File: src/rtl/edo_dec_pkg.sv
package edo_dec_pkg;

  typedef enum logic [3:0] {
    CT_STANDBY = 4'd0,
    CT_READ    = 4'd1,
    CT_EARLY   = 4'd2,
    CT_LATE    = 4'd3,
    CT_RMW     = 4'd4,
    CT_PAGE    = 4'd5,
    CT_ROWREF  = 4'd6,
    CT_CBR     = 4'd7,
    CT_HIDDEN  = 4'd8
  } cycle_e;

  // One-clock commands from control to datapath
  typedef struct packed {
    logic latchRow;
    logic latchCol;
    logic doRead;
    logic doWrite;
    logic doCbr;
    logic doRowRef;
    logic dropData;
    logic outAllowed;
  } ctl_strobes_t;

endpackage

File: src/rtl/edo_dec_ctrl.sv
module edo_dec_ctrl
  import edo_dec_pkg::*;
(
  input  logic         clk,
  input  logic         rstN,
  input  logic         rasN,
  input  logic         casN,
  input  logic         weN,
  input  logic         oeN,
  input  logic         dataHeld,
  input  logic         outDriving,
  output ctl_strobes_t strobes,
  output cycle_e       cycleType
);

  logic rasPrev, casPrev, wePrev;
  logic inAccess, colSeen, casWrote;

  logic rasFall, rasRise, casFall, weFall, bothHigh;
  logic cbrStart, accessCas, lateWe, rowOnly;

  always_comb begin
    rasFall   = rasPrev & ~rasN;
    rasRise   = ~rasPrev & rasN;
    casFall   = casPrev & ~casN;
    weFall    = wePrev & ~weN;
    bothHigh  = rasN & casN;
    cbrStart  = rasFall & ~casPrev & ~casN;
    accessCas = casFall & inAccess & ~rasN;
    lateWe    = weFall & inAccess & ~rasN & ~casN & ~casFall & colSeen & ~casWrote;
    rowOnly   = rasRise & inAccess & ~colSeen;

    strobes            = '0;
    strobes.latchRow   = rasFall & casPrev;
    strobes.latchCol   = accessCas;
    strobes.doRead     = accessCas & weN;
    strobes.doWrite    = (accessCas & ~weN) | lateWe;
    strobes.doCbr      = cbrStart;
    strobes.doRowRef   = rowOnly;
    strobes.dropData   = bothHigh | weFall | (accessCas & ~weN);
    strobes.outAllowed = ~oeN & weN & ~bothHigh;
  end

  always_ff @(posedge clk or negedge rstN) begin
    if (!rstN) begin
      rasPrev   <= 1'b1;
      casPrev   <= 1'b1;
      wePrev    <= 1'b1;
      inAccess  <= 1'b0;
      colSeen   <= 1'b0;
      casWrote  <= 1'b0;
      cycleType <= CT_STANDBY;
    end else begin
      rasPrev <= rasN;
      casPrev <= casN;
      wePrev  <= weN;

      if (rasFall && casPrev) begin
        inAccess <= 1'b1;
        colSeen  <= 1'b0;
      end else if (rasRise) begin
        inAccess <= 1'b0;
      end

      if (accessCas) begin
        colSeen  <= 1'b1;
        casWrote <= ~weN;
      end else if (lateWe) begin
        casWrote <= 1'b1;
      end

      if (rasPrev && casPrev && bothHigh)
        cycleType <= CT_STANDBY;
      else if (cbrStart)
        cycleType <= dataHeld ? CT_HIDDEN : CT_CBR;
      else if (rowOnly)
        cycleType <= CT_ROWREF;
      else if (accessCas)
        cycleType <= !weN ? CT_EARLY : (colSeen ? CT_PAGE : CT_READ);
      else if (lateWe)
        cycleType <= outDriving ? CT_RMW : CT_LATE;
    end
  end

endmodule

File: src/rtl/edo_dec_datapath.sv
module edo_dec_datapath
  import edo_dec_pkg::*;
#(
  parameter int DATA_W = 8,
  parameter int ROW_W  = 11,
  parameter int COL_W  = 10,
  parameter int ADDR_W = 11
) (
  input  logic              clk,
  input  logic              rstN,
  input  ctl_strobes_t      strobes,
  input  logic [ADDR_W-1:0] addr,
  input  logic [DATA_W-1:0] dIn,
  input  logic [DATA_W-1:0] memRdata,
  output logic              memRd,
  output logic              memWr,
  output logic              memRef,
  output logic [ROW_W-1:0]  memRow,
  output logic [COL_W-1:0]  memCol,
  output logic [DATA_W-1:0] memWdata,
  output logic [DATA_W-1:0] dOut,
  output logic              dOe,
  output logic              dataHeld
);

  logic [ROW_W-1:0]  rowReg, refRowReg, refCnt;
  logic [COL_W-1:0]  colReg;
  logic [DATA_W-1:0] outData;

  always_ff @(posedge clk or negedge rstN) begin
    if (!rstN) begin
      rowReg    <= '0;
      colReg    <= '0;
      refRowReg <= '0;
      refCnt    <= '0;
      outData   <= '0;
      memWdata  <= '0;
      memRd     <= 1'b0;
      memWr     <= 1'b0;
      memRef    <= 1'b0;
      dataHeld  <= 1'b0;
      dOe       <= 1'b0;
    end else begin
      if (strobes.latchRow) rowReg <= addr[ROW_W-1:0];
      if (strobes.latchCol) colReg <= addr[COL_W-1:0];
      if (strobes.doWrite)  memWdata <= dIn;

      memRd  <= strobes.doRead;
      memWr  <= strobes.doWrite;
      memRef <= strobes.doCbr | strobes.doRowRef;

      if (strobes.doCbr) begin
        refRowReg <= refCnt;
        refCnt    <= refCnt + 1'b1;
      end else if (strobes.doRowRef) begin
        refRowReg <= rowReg;
      end

      if (memRd) outData <= memRdata;

      if (strobes.dropData)
        dataHeld <= 1'b0;
      else if (memRd)
        dataHeld <= 1'b1;

      dOe <= strobes.outAllowed & dataHeld;
    end
  end

  assign memRow = memRef ? refRowReg : rowReg;
  assign memCol = colReg;
  assign dOut   = dOe ? outData : '0;

endmodule

File: src/rtl/edo_strobe_decoder.sv
module edo_strobe_decoder
  import edo_dec_pkg::*;
#(
  parameter int DATA_W = 8,
  parameter int ROW_W  = 11,
  parameter int COL_W  = 10,
  parameter int ADDR_W = (ROW_W > COL_W) ? ROW_W : COL_W
) (
  input  logic              clk,
  input  logic              rstN,
  input  logic              rasN,
  input  logic              casN,
  input  logic              weN,
  input  logic              oeN,
  input  logic [ADDR_W-1:0] addr,
  input  logic [DATA_W-1:0] dIn,
  output logic [DATA_W-1:0] dOut,
  output logic              dOe,
  output logic              memRd,
  output logic              memWr,
  output logic              memRef,
  output logic [ROW_W-1:0]  memRow,
  output logic [COL_W-1:0]  memCol,
  output logic [DATA_W-1:0] memWdata,
  input  logic [DATA_W-1:0] memRdata,
  output logic [3:0]        cycleType
);

  ctl_strobes_t strobes;
  cycle_e       ctType;
  logic         dataHeld;

  edo_dec_ctrl ctrl_i (
    .clk        (clk),
    .rstN       (rstN),
    .rasN       (rasN),
    .casN       (casN),
    .weN        (weN),
    .oeN        (oeN),
    .dataHeld   (dataHeld),
    .outDriving (dOe),
    .strobes    (strobes),
    .cycleType  (ctType)
  );

  edo_dec_datapath #(
    .DATA_W (DATA_W),
    .ROW_W  (ROW_W),
    .COL_W  (COL_W),
    .ADDR_W (ADDR_W)
  ) dp_i (
    .clk      (clk),
    .rstN     (rstN),
    .strobes  (strobes),
    .addr     (addr),
    .dIn      (dIn),
    .memRdata (memRdata),
    .memRd    (memRd),
    .memWr    (memWr),
    .memRef   (memRef),
    .memRow   (memRow),
    .memCol   (memCol),
    .memWdata (memWdata),
    .dOut     (dOut),
    .dOe      (dOe),
    .dataHeld (dataHeld)
  );

  assign cycleType = ctType;

endmodule

File: config.mk
export PLATFORM = sky130hd
export DESIGN_NAME = edo_strobe_decoder
export DESIGN_NICKNAME = d
export VERILOG_FILES = /design/src/rtl/edo_dec_pkg.sv /design/src/rtl/edo_dec_ctrl.sv /design/src/rtl/edo_dec_datapath.sv /design/src/rtl/edo_strobe_decoder.sv
export SDC_FILE = /design/constraint.sdc
export NUM_CORES = 1
export LEC_CHECK = 0
export BUFFER_PORTS_ARGS = -buffer_cell sky130_fd_sc_hd__buf_2
export CAP_MARGIN = 20
export CORE_MARGIN = 1
export CORE_UTILIZATION = 53
export CTS_CLUSTER_DIAMETER = 100
export DETAILED_ROUTE_END_ITERATION = 16
export PLACE_DENSITY = 0.76
export SLEW_MARGIN = 10
export SYNTH_ARGS = -nofsm -noshare
export SYNTH_HDL_FRONTEND = slang
export SYNTH_SLANG_ARGS = --single-unit
export TNS_END_PERCENT = 50
File: constraint.sdc
create_clock -name clk -period 1.9 [get_ports clk]
set_input_delay 0.38 -clock clk [delete_from_list [all_inputs] [get_ports clk]]
set_output_delay 0.38 -clock clk [all_outputs]
set_load 0.01 [all_outputs]
==> metrics.log <==
[metrics] CP required: 1.52 ns
[metrics] number of resized instances in the post-cts repair step: 0
[metrics] number of gates on the worst path with buffers counted: 3
[metrics] Buf+Inv Stages, Crit Path: 2
[metrics] via/cell ratio: 5.27
[metrics] Port Buffers: 77
[metrics] top layer used by detailed routing: met4
[metrics] Antenna Nets Post-Route: 0
[metrics] Cell Area, Placed: 3690 sq um
[metrics] setup skew after layout: 0.0135 ns
[metrics] clock transition at the register clock pins on the worst setup and hold paths after CTS: 0.08 ns
[metrics] number of fill cells: 411
[metrics] flip-flop and latch count after synthesis: 74
[metrics] Initial Utilization: 56.2%
[metrics] Hold Path Depth: 2
[metrics] maximum number of pins on one net before global-route repair: 37
[metrics] number of warnings printed during yosys synthesis: 0
[metrics] setup ws final: 0.138 ns
[metrics] Overall Power: 0.00424 W
[metrics] series of cell instances along the critical path: buf_4, mux2_2, buf_2
[metrics] path type of the worst min-delay path: primary input to flip-flop
[metrics] Power Density: 1090 nW/um^2
[metrics] highest net fanout along the worst path: 12
[metrics] area fraction in and, or, nand and nor cells after synthesis: 11.1%
[metrics] largest family of logic cells by synthesized area: multiplexers
[metrics] startpoint types: flip-flop
[metrics] total overflow reported by the global router: 0
[metrics] Yosys top cell by area: dfrtp_1
[metrics] max-slew violation total from the final report: 0
[metrics] synthesized netlist cell count: 243
[metrics] chip height: 79.1 microns
[metrics] post-synthesis xor/xnor area fraction: 2.78%
[metrics] # setup viols final: 0
[metrics] share of cell area taken by muxes after synthesis: 19.4%
[metrics] share of layout cells above drive strength 1: 48.1%
[metrics] Compound-Gate Fraction of Synth Area: 5.43%
[metrics] leading register cell type out of synthesis: dfrtp_1
[metrics] antenna violations before repair: 0
[metrics] Post-Route WL: 6190 microns
[metrics] most frequent cell after synthesis: dfrtp_1
[metrics] met3 wirelength from detailed routing: 260 microns
[metrics] number of global-route vias before repair: 2,164
[metrics] DRC viols: 0
[metrics] share of the clock period used by the worst path: 92.8%
[metrics] Async S/R FF share, synth: 100%
[metrics] global-route usage over all layers: 22.1%
[metrics] Tmin final: 1.76 ns
[metrics] Yosys top cell area share: 56.3%
[metrics] sum of negative setup slack: 0 ns
[metrics] Net count, final: 366
[metrics] share of synthesized cell area in full adder, half adder and majority cells: 0.397%
[metrics] max-cap check violation count: 0
[metrics] clock root buffer: clkbuf_8
[metrics] average wire per standard cell: 15.1 microns
[metrics] Setup Slack @ Placement: 0.130 ns
[metrics] Initial DRT Pass Iterations: 4
[metrics] synthesized area: 3150 sq um
[metrics] RSZ-0062 raised after global routing: false
[metrics] highest clock frequency the design can meet: 0.567 GHz
[metrics] sequential share of the synthesized area: 58.8%
[metrics] core utilization of the finished layout: 69.5%
[metrics] leading cell types by count after synthesis: 71 x dfrtp_1, 49 x mux2_2, 24 x nand2_1, 9 x and2_1, 8 x nor2_1
[metrics] core area: 5610 sq um
[metrics] fin area: 3900 sq um
[metrics] total nets after synthesis: 277
[metrics] Crit path arrival time: 1.38 ns
[metrics] vias after detailed routing: 2,155
[metrics] worst-path cell with the longest stage delay: mux2_2
[metrics] average size of a mapped cell: 13.0 sq um
[metrics] critical path capture point type: primary output
[metrics] relative slew slack: 68.8%
[metrics] detailed-route wire length on metal 1: 2880 microns
[metrics] RD Place Congestion: 0.854
[metrics] worst reg-to-reg path cell count: 3
[metrics] result of the run: complete, no violations
[metrics] gate family responsible for the most delay along the worst path: multiplexers
[metrics] clock latency of the later-clocked register in the worst-skew pair: 0.35 ns
[metrics] post-detail-place hpwl: 4410 microns
[metrics] Distinct cells, synth: 38
[metrics] Area growth syn-to-layout: 23.6%
[metrics] Detailed Route Iter0 Violations: 86
[metrics] Antenna diodes: 0
[metrics] most area-consuming cells after synthesis: dfrtp_1 56%, mux2_2 17%, nand2_1 2.9%
[metrics] CTS tree: done
[metrics] EDFF count, synth: 0
[metrics] # IOs: 78
[metrics] buffer depth of the longest clock path: 2
[metrics] number of levels the H-tree was split into: 3
[metrics] largest voltage drop on the vdd net: 653 uV
[metrics] Total Die Area: 6260 sq um
[metrics] Worst-Margin Slew: 0.468 ns
[metrics] leakage power of the design: 1.90 nW
[metrics] final count of hold timing violations: 0
[metrics] Crit Path Category: flip-flop to primary output
[metrics] number of clock buffers inserted by TritonCTS: 9
[metrics] delay of the slowest critical-path stage: 0.36 ns
[metrics] num rows: 27
[metrics] count of clock tree sinks: 74
[metrics] Die Width: 79.1 microns
[metrics] met2 WL: 2950 microns
[metrics] wire length of the first global-routing pass: 10,400 microns
logic make-up after synthesis:
group,count (synthesis)
XOR/XNOR,10
AND/OR/NAND/NOR,63
adder cells (fa/ha/maj),1
AO/OA/AOI/OAI,24
flip-flops,74
multiplexers,55
buffers and inverters,16
power breakdown:
part / switching (W) / internal, W / leakage, nW
sequential: 0.000238 / 0.00193 / 0.915
combinational: 0.000395 / 0.000484 / 0.891
clock: 0.000586 / 0.000603 / 0.0990
final cells by class:
cell class                      count  area [sq um]  share of cell area [%]
Tap cell                           72          90.1                    2.31
Clock inverter                      7          70.1                    1.80
Timing Repair Buffer               88           485                    12.5
Multi-Input combinational cell    153          1250                    32.1
Clock buffer                        9           124                    3.18
Inverter                            6          22.5                   0.578
Sequential cell                    74          1860                    47.6
registers in the layout (all words and copies together) (netlist names), 4 cells and up:
name              cells
dp_i.rowReg          11
dp_i.memWdata         8
dp_i.refCnt          11
dp_i.outData          8
dp_i.memCol          10
ctrl_i.cycleType      4
dp_i.refRowReg       11
worst paths after layout:
| check | from | end | slack [ns] |
|---|---|---|---|
| worst max-delay path | dp_i.memRef | memRow[2] | 0.14 |
| worst min-delay path | oeN | dp_i.dOe | 0.17 |
| worst max register to register | ctrl_i.casPrev | dp_i.memCol[8] | 0.24 |
| worst min register to register | dp_i.refRowReg[3] | dp_i.refRowReg[3] | 0.48 |
| max in group asynchronous | rstN | dp_i.memWdata[2] | 0.85 |
| min in group asynchronous | rstN | dp_i.refCnt[7] | 0.52 |
layout by cell type, fill, tap and decap left out, types with 4 or more instances in the layout:
cell type	instances
mux2_2	49
mux2i_1	6
dfrtp_1	71
buf_2	76
nand2_1	24
o21ai_0	7
a22oi_1	4
inv_1	6
nor2_1	8
nand3_1	4
clkbuf_8	9
and2_1	9
xnor2_1	4
xor2_1	6
buf_4	10
repair_timing:
action,CTS,global route
hold endpoints to repair,19,0
hold buffers,1,0
setup buffers,0,0
metrics by stage:
stage,instances,hold WS (ns)
CTS,409,0.153
global route,409,0.177
global placement,392,0.372
detailed placement,392,0.369
floorplan,243,0.0844
finish,409,0.168
per-layer routing:
metal	vias to the layer above	global-route usage [%]
li1	1031	-
met5	-	0
met1	1060	30.8
met3	10	4.94
met2	54	33.3
met4	0	9.27
Power figures use the tool's default switching activity.
